===== src/rtl/isa_ide_pkg.sv =====
package isa_ide_pkg;

  // Kind of access selected by the window offset.
  typedef enum logic [2:0] {
    ACC_DATA  = 3'd0,
    ACC_TASK  = 3'd1,
    ACC_LATCH = 3'd2,
    ACC_CTRL  = 3'd3,
    ACC_VOID  = 3'd4
  } acc_kind_e;

  // Strobes that the control sends to the datapath.
  typedef struct packed {
    logic      start;       // request accepted this cycle
    logic      startWrite;  // accepted request is a write
    acc_kind_e startKind;   // kind of accepted request
    logic      capture;     // last strobe cycle of an ATA read
    acc_kind_e heldKind;    // kind of access in progress
  } bridge_ctl_t;

  function automatic logic kindUsesBus(acc_kind_e k);
    return (k == ACC_DATA) || (k == ACC_TASK) || (k == ACC_CTRL);
  endfunction

endpackage


===== src/rtl/isa_ide_decode.sv =====
module isa_ide_decode
  import isa_ide_pkg::*;
#(
  parameter int              ADDR_W    = 10,
  parameter logic [ADDR_W-1:0] BASE_ADDR = 'h300
) (
  input  logic [ADDR_W-1:0] addr,
  output logic              hit,
  output acc_kind_e         kind,
  output logic [2:0]        regAddr
);
  localparam int OFF_W = 4;
  localparam logic [2:0] CTRL_REG = 3'd6;

  logic [OFF_W-1:0] offset;

  assign offset = addr[OFF_W-1:0];
  assign hit    = (addr[ADDR_W-1:OFF_W] == BASE_ADDR[ADDR_W-1:OFF_W]);

  always_comb begin
    case (offset)
      4'd0:                                  kind = ACC_DATA;
      4'd1, 4'd2, 4'd3, 4'd4, 4'd5, 4'd6, 4'd7: kind = ACC_TASK;
      4'd8:                                  kind = ACC_LATCH;
      4'hE:                                  kind = ACC_CTRL;
      default:                               kind = ACC_VOID;
    endcase
  end

  assign regAddr = (kind == ACC_CTRL) ? CTRL_REG : offset[2:0];

endmodule


===== src/rtl/isa_ide_ctrl.sv =====
module isa_ide_ctrl
  import isa_ide_pkg::*;
#(
  parameter int STROBE_CYCLES = 4
) (
  input  logic        clk,
  input  logic        rstN,
  input  logic        hostIor,
  input  logic        hostIow,
  input  logic        hit,
  input  acc_kind_e   kind,
  input  logic [2:0]  regAddr,
  output bridge_ctl_t ctl,
  output logic        hostAck,
  output logic        ideCs0N,
  output logic        ideCs1N,
  output logic [2:0]  ideAddr,
  output logic        ideDataOe,
  output logic        ideDiorN,
  output logic        ideDiowN
);
  localparam int CNT_W = $clog2(STROBE_CYCLES + 1);
  localparam logic [CNT_W-1:0] LAST = CNT_W'(STROBE_CYCLES - 1);

  typedef enum logic [1:0] {ST_IDLE, ST_STROBE, ST_ACK} state_e;

  state_e      state;
  logic [CNT_W-1:0] cnt;
  acc_kind_e   heldKind;
  logic [2:0]  heldAddr;
  logic        heldWrite;
  logic        start;
  logic        active;

  assign start  = (state == ST_IDLE) && hit && (hostIor || hostIow);
  assign active = (state != ST_IDLE);

  always_ff @(posedge clk) begin
    if (!rstN) begin
      state     <= ST_IDLE;
      cnt       <= '0;
      heldKind  <= ACC_VOID;
      heldAddr  <= '0;
      heldWrite <= 1'b0;
    end else begin
      case (state)
        ST_IDLE: begin
          if (start) begin
            heldKind  <= kind;
            heldAddr  <= regAddr;
            heldWrite <= !hostIor;   // read wins if both pulse
            cnt       <= '0;
            state     <= kindUsesBus(kind) ? ST_STROBE : ST_ACK;
          end
        end
        ST_STROBE: begin
          if (cnt == LAST) state <= ST_ACK;
          else             cnt   <= cnt + 1'b1;
        end
        default: state <= ST_IDLE;
      endcase
    end
  end

  always_comb begin
    ctl.start      = start;
    ctl.startWrite = !hostIor;
    ctl.startKind  = kind;
    ctl.capture    = (state == ST_STROBE) && (cnt == LAST) && !heldWrite;
    ctl.heldKind   = heldKind;
  end

  assign hostAck   = (state == ST_ACK);
  assign ideCs0N   = !(active && (heldKind == ACC_DATA || heldKind == ACC_TASK));
  assign ideCs1N   = !(active && (heldKind == ACC_CTRL));
  assign ideAddr   = heldAddr;
  assign ideDataOe = active && heldWrite && kindUsesBus(heldKind);
  assign ideDiorN  = !((state == ST_STROBE) && !heldWrite);
  assign ideDiowN  = !((state == ST_STROBE) && heldWrite);

  // Strobe length measured independently of the state counter.
  logic [CNT_W:0] chkLen;
  always_ff @(posedge clk) begin
    if (!rstN)                      chkLen <= '0;
    else if (!ideDiorN || !ideDiowN) chkLen <= chkLen + 1'b1;
    else                            chkLen <= '0;
  end


  strobe_width_chk: assert property (@(posedge clk) disable iff (!rstN)
    (ideDiorN && ideDiowN && chkLen != 0) |-> (chkLen == (CNT_W+1)'(STROBE_CYCLES)));


  ack_after_strobe_chk: assert property (@(posedge clk) disable iff (!rstN)
    ($rose(ideDiorN) || $rose(ideDiowN)) |-> hostAck);


  ack_single_chk: assert property (@(posedge clk) disable iff (!rstN)
    hostAck |=> !hostAck);


  cs_excl_chk: assert property (@(posedge clk) disable iff (!rstN)
    !(!ideCs0N && !ideCs1N));


  busy_hold_chk: assert property (@(posedge clk) disable iff (!rstN)
    (state == ST_STROBE) |=> ($stable(heldAddr) && $stable(heldWrite)));

endmodule


===== src/rtl/isa_ide_dpath.sv =====
module isa_ide_dpath
  import isa_ide_pkg::*;
(
  input  logic        clk,
  input  logic        rstN,
  input  bridge_ctl_t ctl,
  input  logic [7:0]  hostWrData,
  input  logic [15:0] ideDataIn,
  output logic [7:0]  hostRdData,
  output logic [15:0] ideDataOut
);
  localparam logic [7:0] VOID_BYTE = 8'hFF;

  logic [7:0]  hiLatch;
  logic [15:0] wordOut;
  logic [7:0]  rdReg;

  always_ff @(posedge clk) begin
    if (!rstN) begin
      hiLatch <= '0;
    end else if (ctl.start && ctl.startWrite && ctl.startKind == ACC_LATCH) begin
      hiLatch <= hostWrData;
    end else if (ctl.capture && ctl.heldKind == ACC_DATA) begin
      hiLatch <= ideDataIn[15:8];
    end
  end

  always_ff @(posedge clk) begin
    if (!rstN) begin
      wordOut <= '0;
    end else if (ctl.start && ctl.startWrite && kindUsesBus(ctl.startKind)) begin
      wordOut <= (ctl.startKind == ACC_DATA) ? {hiLatch, hostWrData}
                                             : {8'h00, hostWrData};
    end
  end

  always_ff @(posedge clk) begin
    if (!rstN) begin
      rdReg <= '0;
    end else if (ctl.start && !ctl.startWrite && ctl.startKind == ACC_LATCH) begin
      rdReg <= hiLatch;
    end else if (ctl.start && !ctl.startWrite && ctl.startKind == ACC_VOID) begin
      rdReg <= VOID_BYTE;
    end else if (ctl.capture) begin
      rdReg <= ideDataIn[7:0];
    end
  end

  assign hostRdData = rdReg;
  assign ideDataOut = wordOut;


  rd_hold_chk: assert property (@(posedge clk) disable iff (!rstN)
    (!ctl.start && !ctl.capture) |=> $stable(hostRdData));


  void_read_chk: assert property (@(posedge clk) disable iff (!rstN)
    (ctl.start && !ctl.startWrite && ctl.startKind == ACC_VOID) |=> (hostRdData == 8'hFF));


  latch_from_bus_chk: assert property (@(posedge clk) disable iff (!rstN)
    (ctl.capture && ctl.heldKind == ACC_DATA) |=> (hiLatch == $past(ideDataIn[15:8])));

endmodule


===== src/rtl/isa_ide_bridge.sv =====
module isa_ide_bridge
  import isa_ide_pkg::*;
#(
  parameter int                ADDR_W        = 10,
  parameter logic [ADDR_W-1:0] BASE_ADDR     = 'h300,
  parameter int                STROBE_CYCLES = 4
) (
  input  logic              clk,
  input  logic              rstN,
  input  logic [ADDR_W-1:0] hostAddr,
  input  logic [7:0]        hostWrData,
  input  logic              hostIor,
  input  logic              hostIow,
  output logic [7:0]        hostRdData,
  output logic              hostAck,
  output logic              ideCs0N,
  output logic              ideCs1N,
  output logic [2:0]        ideAddr,
  output logic [15:0]       ideDataOut,
  output logic              ideDataOe,
  input  logic [15:0]       ideDataIn,
  output logic              ideDiorN,
  output logic              ideDiowN
);
  logic        hit;
  acc_kind_e   kind;
  logic [2:0]  regAddr;
  bridge_ctl_t ctl;

  isa_ide_decode #(.ADDR_W(ADDR_W), .BASE_ADDR(BASE_ADDR)) decode_i (
    .addr(hostAddr), .hit(hit), .kind(kind), .regAddr(regAddr)
  );

  isa_ide_ctrl #(.STROBE_CYCLES(STROBE_CYCLES)) ctrl_i (
    .clk(clk), .rstN(rstN), .hostIor(hostIor), .hostIow(hostIow),
    .hit(hit), .kind(kind), .regAddr(regAddr), .ctl(ctl),
    .hostAck(hostAck), .ideCs0N(ideCs0N), .ideCs1N(ideCs1N),
    .ideAddr(ideAddr), .ideDataOe(ideDataOe),
    .ideDiorN(ideDiorN), .ideDiowN(ideDiowN)
  );

  isa_ide_dpath dpath_i (
    .clk(clk), .rstN(rstN), .ctl(ctl), .hostWrData(hostWrData),
    .ideDataIn(ideDataIn), .hostRdData(hostRdData), .ideDataOut(ideDataOut)
  );

endmodule


===== config.mk =====
export PLATFORM = sky130hd
export DESIGN_NAME = isa_ide_bridge
export DESIGN_NICKNAME = d
export VERILOG_FILES = /design/src/rtl/isa_ide_pkg.sv /design/src/rtl/isa_ide_decode.sv /design/src/rtl/isa_ide_ctrl.sv /design/src/rtl/isa_ide_dpath.sv /design/src/rtl/isa_ide_bridge.sv
export SDC_FILE = /design/constraint.sdc
export NUM_CORES = 1
export LEC_CHECK = 0
export BUFFER_PORTS_ARGS = -buffer_cell sky130_fd_sc_hd__clkbuf_2
export CELL_PAD_IN_SITES_DETAIL_PLACEMENT = 2
export CELL_PAD_IN_SITES_GLOBAL_PLACEMENT = 2
export CORE_ASPECT_RATIO = 1.4
export CORE_UTILIZATION = 27
export DETAILED_ROUTE_END_ITERATION = 10
export GPL_TIMING_DRIVEN = 1
export MAX_ROUTING_LAYER = met4
export PLACE_DENSITY_LB_ADDON = 0.08
export SLEW_MARGIN = 25
export SYNTH_ARGS = -nofsm -noshare
export SYNTH_HDL_FRONTEND = slang
export SYNTH_SLANG_ARGS = --single-unit

===== constraint.sdc =====
create_clock -name clk -period 2.4 [get_ports clk]
set_clock_uncertainty 0.2 [all_clocks]
set_input_delay 0.36 -clock clk [delete_from_list [all_inputs] [get_ports clk]]
set_output_delay 0.36 -clock clk [all_outputs]
set_load 0.03 [all_outputs]

# Yosys cells after proc, flatten, opt, wreduce, memory -nomap -nowiden
# Memory sizes are Yosys's and may differ from the RTL's.
# Cells that the tools add are included.
[totals]
reg_bits = 44
latchBits = 0
ramBits = 0
mem_bits_ro = 48
in_bits = 38
output_inout_bits = 33
wordCells = 75
memories = 1
[op_classes]
addsub = 1
n_mul = 0
div = 0
n_lt_le_gt_ge = 0
n_eq_ne = 13
shifts = 0
muxes = 14
bitwise_logic = 0
reduce_logical = 38
[memory_table]
columns = ["memory", "words", "width", "rd", "rd_ports_with_merged_regs", "wr", "line_no", "text"]
rows = [
  ["(name not given)", 16, 3, 1, 0, 0, "isa_ide_decode.sv:21", "case (offset)"],
]
[op_table]
columns = ["op", "count"]
rows = [
  ["two-way mux 8 bit", 5],
  ["logical AND 1 bit", 17],
  ["two-way mux 16 bit", 1],
  ["== test 3 x 2 -> 1 bit, second input constant", 4],
  ["two-way mux 3 bit", 3],
  ["== test 3 x 1 -> 1 bit, second input constant", 2],
  ["== test 6 bit, second input constant", 1],
  ["zero test 1 bit", 6],
  ["zero test 3 bit", 2],
  ["two-way mux 2 bit", 3],
  ["case mux 3 bit (2 select lines)", 1],
  ["nonzero test 2 bit", 3],
  ["logical OR 1 bit", 5],
  ["inequality test 2 x 1 -> 1 bit, second input constant", 2],
  ["case mux 2 bit (2 select lines)", 1],
  ["AND reduction 2 bit", 2],
  ["adder 3 x 1 -> 3 bit, second input constant", 1],
  ["== test 3 bit, second input constant", 1],
  ["AND reduction 3 bit", 1],
  ["nonzero test 3 bit", 1],
  ["== test 2 x 1 -> 1 bit, second input constant", 1],
  ["== test 2 bit, second input constant", 1],
  ["zero test 2 bit", 1],
  ["inequality test 2 bit, second input constant", 1],
]

# Depth between registers and ports, before layout
[depth]
depth_word = 7
ltp_mapped = 7
mapped_depth_nobuf = 6

# By module
# Synthesis repeated with hierarchy kept, for this count alone.
[hier_totals]
cells_unflattened = 266
area_unflattened_um2 = 2277.2
[modules_own_cells]
columns = ["mod", "instances", "cells_per_inst", "area_each_um2", "seq_area_each_um2"]
rows = [
  ["isa_ide_dpath", 1, 179, 1572.8, 640.6],
  ["isa_ide_ctrl", 1, 74, 634.4, 240.2],
  ["isa_ide_decode", 1, 13, 70.1, 0.0],
]

# Worst setup path after synthesis
# Ideal clock, no wire load.
[synth_timing]
kind = "in2reg"
start = "input port hostAddr[4]"
end = "register dpath_i.wordOut[0], in the netlist dpath_i.ideDataOut[0]"
setup_time_ns = 0.128
arrival_time_ns = 1.768
required_ns = 2.072
setup_slack_ns = 0.304
stages = 6
n_path_buf = 2
path_cell_list = "or4b_4 > a2111o_1 > buf_2 > buf_6 > mux2i_1 > nor2_1"
[synth_between]
elab_chain_len = 5
[synth_rtl]
columns = ["element", "line_no", "text"]
rows = [
  ["start, declared", "isa_ide_bridge.sv:10", "input logic [ADDR_W-1:0] hostAddr,"],
  ["== test 6 bit", "isa_ide_decode.sv:18", "assign hit = (addr[ADDR_W-1:OFF_W] == BASE_ADDR[ADDR_W-1:OFF_W]);"],
  ["logical AND 1 bit (2 in series)", "isa_ide_ctrl.sv:35", "assign start = (state == ST_IDLE) && hit && (hostIor || hostIow);"],
  ["logical AND 1 bit (2 in series)", "isa_ide_dpath.sv:31", "end else if (ctl.start && ctl.startWrite && kindUsesBus(ctl.startKind)) begin"],
  ["end signal, assigned", "isa_ide_dpath.sv:32", "wordOut <= (ctl.startKind == ACC_DATA) ? {hiLatch, hostWrData}"],
  ["end, declared", "isa_ide_dpath.sv:15", "logic [15:0] wordOut;"],
]
# Every way passes these cells.
# A chain may end at the register's enable or synchronous reset.

# Final worst setup path
[layout_timing]
start = "register ctrl_i.state[1]"
end = "register ctrl_i.heldKind[0]"
[layout_between]
elab_chain_len = 4
[layout_rtl]
columns = ["element", "line_no", "text"]
rows = [
  ["start, declared", "isa_ide_ctrl.sv:27", "state_e state;"],
  ["start signal, assigned", "isa_ide_ctrl.sv:53", "state <= kindUsesBus(kind) ? ST_STROBE : ST_ACK;"],
  ["zero test 2 bit *", "isa_ide_ctrl.sv:35, isa_ide_ctrl.sv:46", ""],
  ["logical AND 1 bit (2 in series)", "isa_ide_ctrl.sv:35", ""],
  ["AND reduction 2 bit (no source line) *", "--", ""],
  ["end signal, assigned", "isa_ide_ctrl.sv:49", "heldKind <= kind;"],
  ["end, declared", "isa_ide_ctrl.sv:29", "acc_kind_e heldKind;"],
]
# Mark *: on every way between the ends. The rest lies on a longest branch, timed or not.

==> key figures <==
STA
  • Final-report hold violation count: 0
  • Setup TNS: 0 ps
  • Slew @ Worst Pin: 588.0 ps
  • RSZ-0062 raised after global routing: false
  • Pins Over Slew Limit: 0
  • Worst hold margin: 87.90 ps
  • Timing-limited maximum frequency: about 0.47 GHz
  • Time the final worst path needs with I/O delays and setup: 2134 ps
  • Rel. slew slack: 60.25%
  • Final worst-path cycle share: a little under 90%
  • Final setup violating endpoints: 0

Logic synthesis
  • Sequential-to-total area share from yosys stat: 45.27%
  • Yosys warning total: 0
  • Number of register bits inferred by synthesis: 44
  • Post-synth top flop: dfxtp_1
  • Mean post-synth cell area: a little over 8 um^2
  • Complex-gate fraction of the synthesized area: around 17%
  • Netlist Area Pre-Place: 1946 um^2
  • Post-synthesis share of cell area spent on xor and xnor gates: less than 1%
  • Multiplexer area fraction after synthesis: 4.116%
  • Synth Area in Simple Gates: 28.49%
  • Total nets after synthesis: approximately 280
  • Adder-cell area share of the yosys netlist: around 1.3%
  • Post-Synthesis Cells: 235
  • Count of flip-flops with a built-in enable after synthesis: 0
  • Fraction of synthesis flops using an asynchronous set or reset pin: 0%
  • Count of cell types in the netlist: 38
  • Combinational family with the most area after synthesis: simple AND/OR/NAND/NOR gates

Power
  • Reg power frac: 56.1%
  • Net switching power of the design: approximately 0.33 mW
  • Clock network power share: 36.8%
  • Internal power contribution: slightly below 1 mW
  • Maximum ir drop on the vdd rail: roughly 0.18 mV
  • Leakage power summed over all cells: 1.103 nW
  • Gate power share: under 10%
  • Net switching fraction of the power: 25.44%
  • Pwr Density: roughly 500 nW/um^2

Run
  • MaxCap Viol Count: 0

GRT
  • Global-route usage over all layers: between 15 and 20%
  • Initial antenna violation count: 0
  • Maximum number of pins on one net before global-route repair: 25
  • Via count of the first global-routing pass: 2028
  • First-pass GRT wire length: 9.998 mm
  • Gr ovfl total: 0

CTS
  • Root cell of the clock tree: clkbuf_8
  • Resized Gates After CTS: 0
  • Post-CTS repair timing setup buffer count: 0
  • CTS tree: built
  • Number of buffers inserted during clock tree synthesis: 5
  • Register clock-pin slew on the reported worst setup and hold paths: approximately 90 ps
  • Clk_lat worst skew: 300 ps
  • Number of buffers added to fix hold violations after cts: 0
  • Clock Sinks: 44
  • Longest Clk Path Bufs: 2
  • H-tree level count: 2

Critical path
  • Nature of the critical path startpoint: flop
  • Critical path class: flop to flop
  • Largest fanout on the critical path: 9
  • Crit path buf inv count: 0
  • Peak per-stage delay on the critical path: around 600 ps
  • Max stage delay cell, worst path: or4b_4
  • WP data arrival: 2120 ps
  • Crit. End Element: flop
  • Series of cell instances along the critical path: or4b_4 > or3_1 > a211oi_1 > nor3_1
  • Worst path required time: between 2000 and 2500 ps
  • Largest delay share family, worst path: simple AND/OR/NAND/NOR gates

Placement
  • Final weighted congestion in routability-driven placement: around 0.70
  • # placed instances: about 400
  • Port Buffer Count: 70
  • Placed wire-length estimate: 4.882 mm

Run status
  • Result of the run: completed

Final layout
  • Area added between synthesis and finish: 30.87%
  • Fillers: 839
  • Multi-input logic area: a little under 1000 um^2
  • Final Non-Filler Cells: 407
  • Most common library cell in the layout ignoring fill and taps: clkbuf_2
  • Count of nets after finishing: about 350
  • Fraction of layout cells with a size suffix above 1: just over 30%
  • Sequential cell area: 880.8 um^2
  • Commonest non-fill, non-tap cells in the layout: clkbuf_2 (70), dfxtp_1 (44), nand2_1 (35)
  • Number of antenna cells inserted: 0

Floorplan
  • Die Footprint: 7554 um^2
  • Rows: 36
  • Core ar.: 6982 um^2
  • Chip width: roughly 74 um
  • I/O pin count: 71
  • Height of the die: ~100 um
  • Starting density of the core: 27.87%

Route
  • Detail Route Antenna Nets: 0
  • Number of search-and-repair iterations in the first detailed-routing pass: 4
  • Vias after detailed routing: 2015
  • Average wire length per cell after detail routing: 15.62 um
  • Number of DRC markers in iteration 0: 49
  • Detailed-route vias per instance: 4.951
  • Total wirelength of the detailed-routed design: 6.356 mm
  • DR DRC count: 0

Hold path
  • Worst hold-check path type: input port to flop
==> power groups by stage <==
stage	sequential, mW	combinational [mW]	clock, mW
after floorplan	0.752	0.0361	0
after global placement	0.750	0.0937	0
after detailed placement	0.750	0.0947	0
after CTS	0.733	0.0953	0.498
after global routing	0.733	0.101	0.526
final	0.733	0.0928	0.481
==> area by class of cell <==
class	instances	share of cell area (%)
Multi-Input combinational cell	174	38.92
Clock inverter	3	0.7371
Sequential cell	44	34.59
Tap cell	95	4.668
Inverter	4	0.5897
Timing Repair Buffer	82	17.79
Clock buffer	5	2.703
==> synthesized netlist by cell type, types with 3 or more instances <==
master	n	area, um^2
nand2_1	35	131.4
nand2b_1	3	18.77
nor2_1	31	116.4
o21ai_0	17	85.08
dfxtp_1	44	880.8
nand3_1	13	65.06
a31oi_1	10	62.56
a21oi_1	14	70.07
o2bb2ai_1	8	70.07
clkbuf_1	9	33.78
inv_1	4	15.01
nand4_1	3	18.77
mux2i_1	8	80.08
==> path summary, 6_finish.rpt <==
path                                        start                  to  slack [ps]  cells after the start
worst min-delay path                ideDataIn[12]  dpath_i.hiLatch[4]          90                      3
worst max register to register    ctrl_i.state[1]  ctrl_i.heldKind[0]         270                      4
worst min register to register  ctrl_i.ideAddr[0]   ctrl_i.ideAddr[0]         270                      2
worst max-delay path              ctrl_i.state[1]  ctrl_i.heldKind[0]         270                      4
==> layer usage <==
metal | GRT usage (%) | up-vias | part of all wire (%)
met4 | 4.882 | 0 | 1.0
li1 | - | 984 | -
met1 | 19.92 | 984 | 42
met3 | 2.663 | 8 | 2.6
met2 | 33.31 | 39 | 55
met5 | - | - | 0
==> state kept, by name, indices dropped and copies added (netlist names) <==
name and cells:
dpath_i.ideDataOut 16, dpath_i.hiLatch 8, dpath_i.hostRdData 8, ctrl_i.cnt 3
ctrl_i.heldKind 3, ctrl_i.ideAddr 3, ctrl_i.state 2, ctrl_i.heldWrite 1
==> kinds of logic after synthesis <==
| kind of cell | Yosys count |
|---|---|
| simple gates | 110 |
| xor+xnor | 1 |
| flops | 44 |
| buf+inv | 17 |
| compound gates | 53 |
| fa+ha+maj | 2 |
| mux | 8 |
==> worst reg2reg max path: cells and delay by family (launching register included) <==
family	cells	cell delay, ps
AOI/OAI and AO/OA	1	230
DFF	1	380
and+or+nand+nor	3	1210
==> metrics by stage <==
stage | power, mW | cell area (um^2) | worst slack [ps] | util [%]
2_1_floorplan | 0.7876 | 1946 | 304.2 | -
3_3_place_gp | 0.8438 | 2459 | 187.9 | 35.22
3_5_place_dp | 0.8448 | 2459 | 174.0 | 35.22
4_1_cts | 1.326 | 2546 | 247.5 | 36.47
5_1_grt | 1.360 | 2546 | 181.8 | 36.47
6_report | 1.307 | 2546 | 265.6 | 36.47
Note: power is estimated with default switching activity, not from simulation.
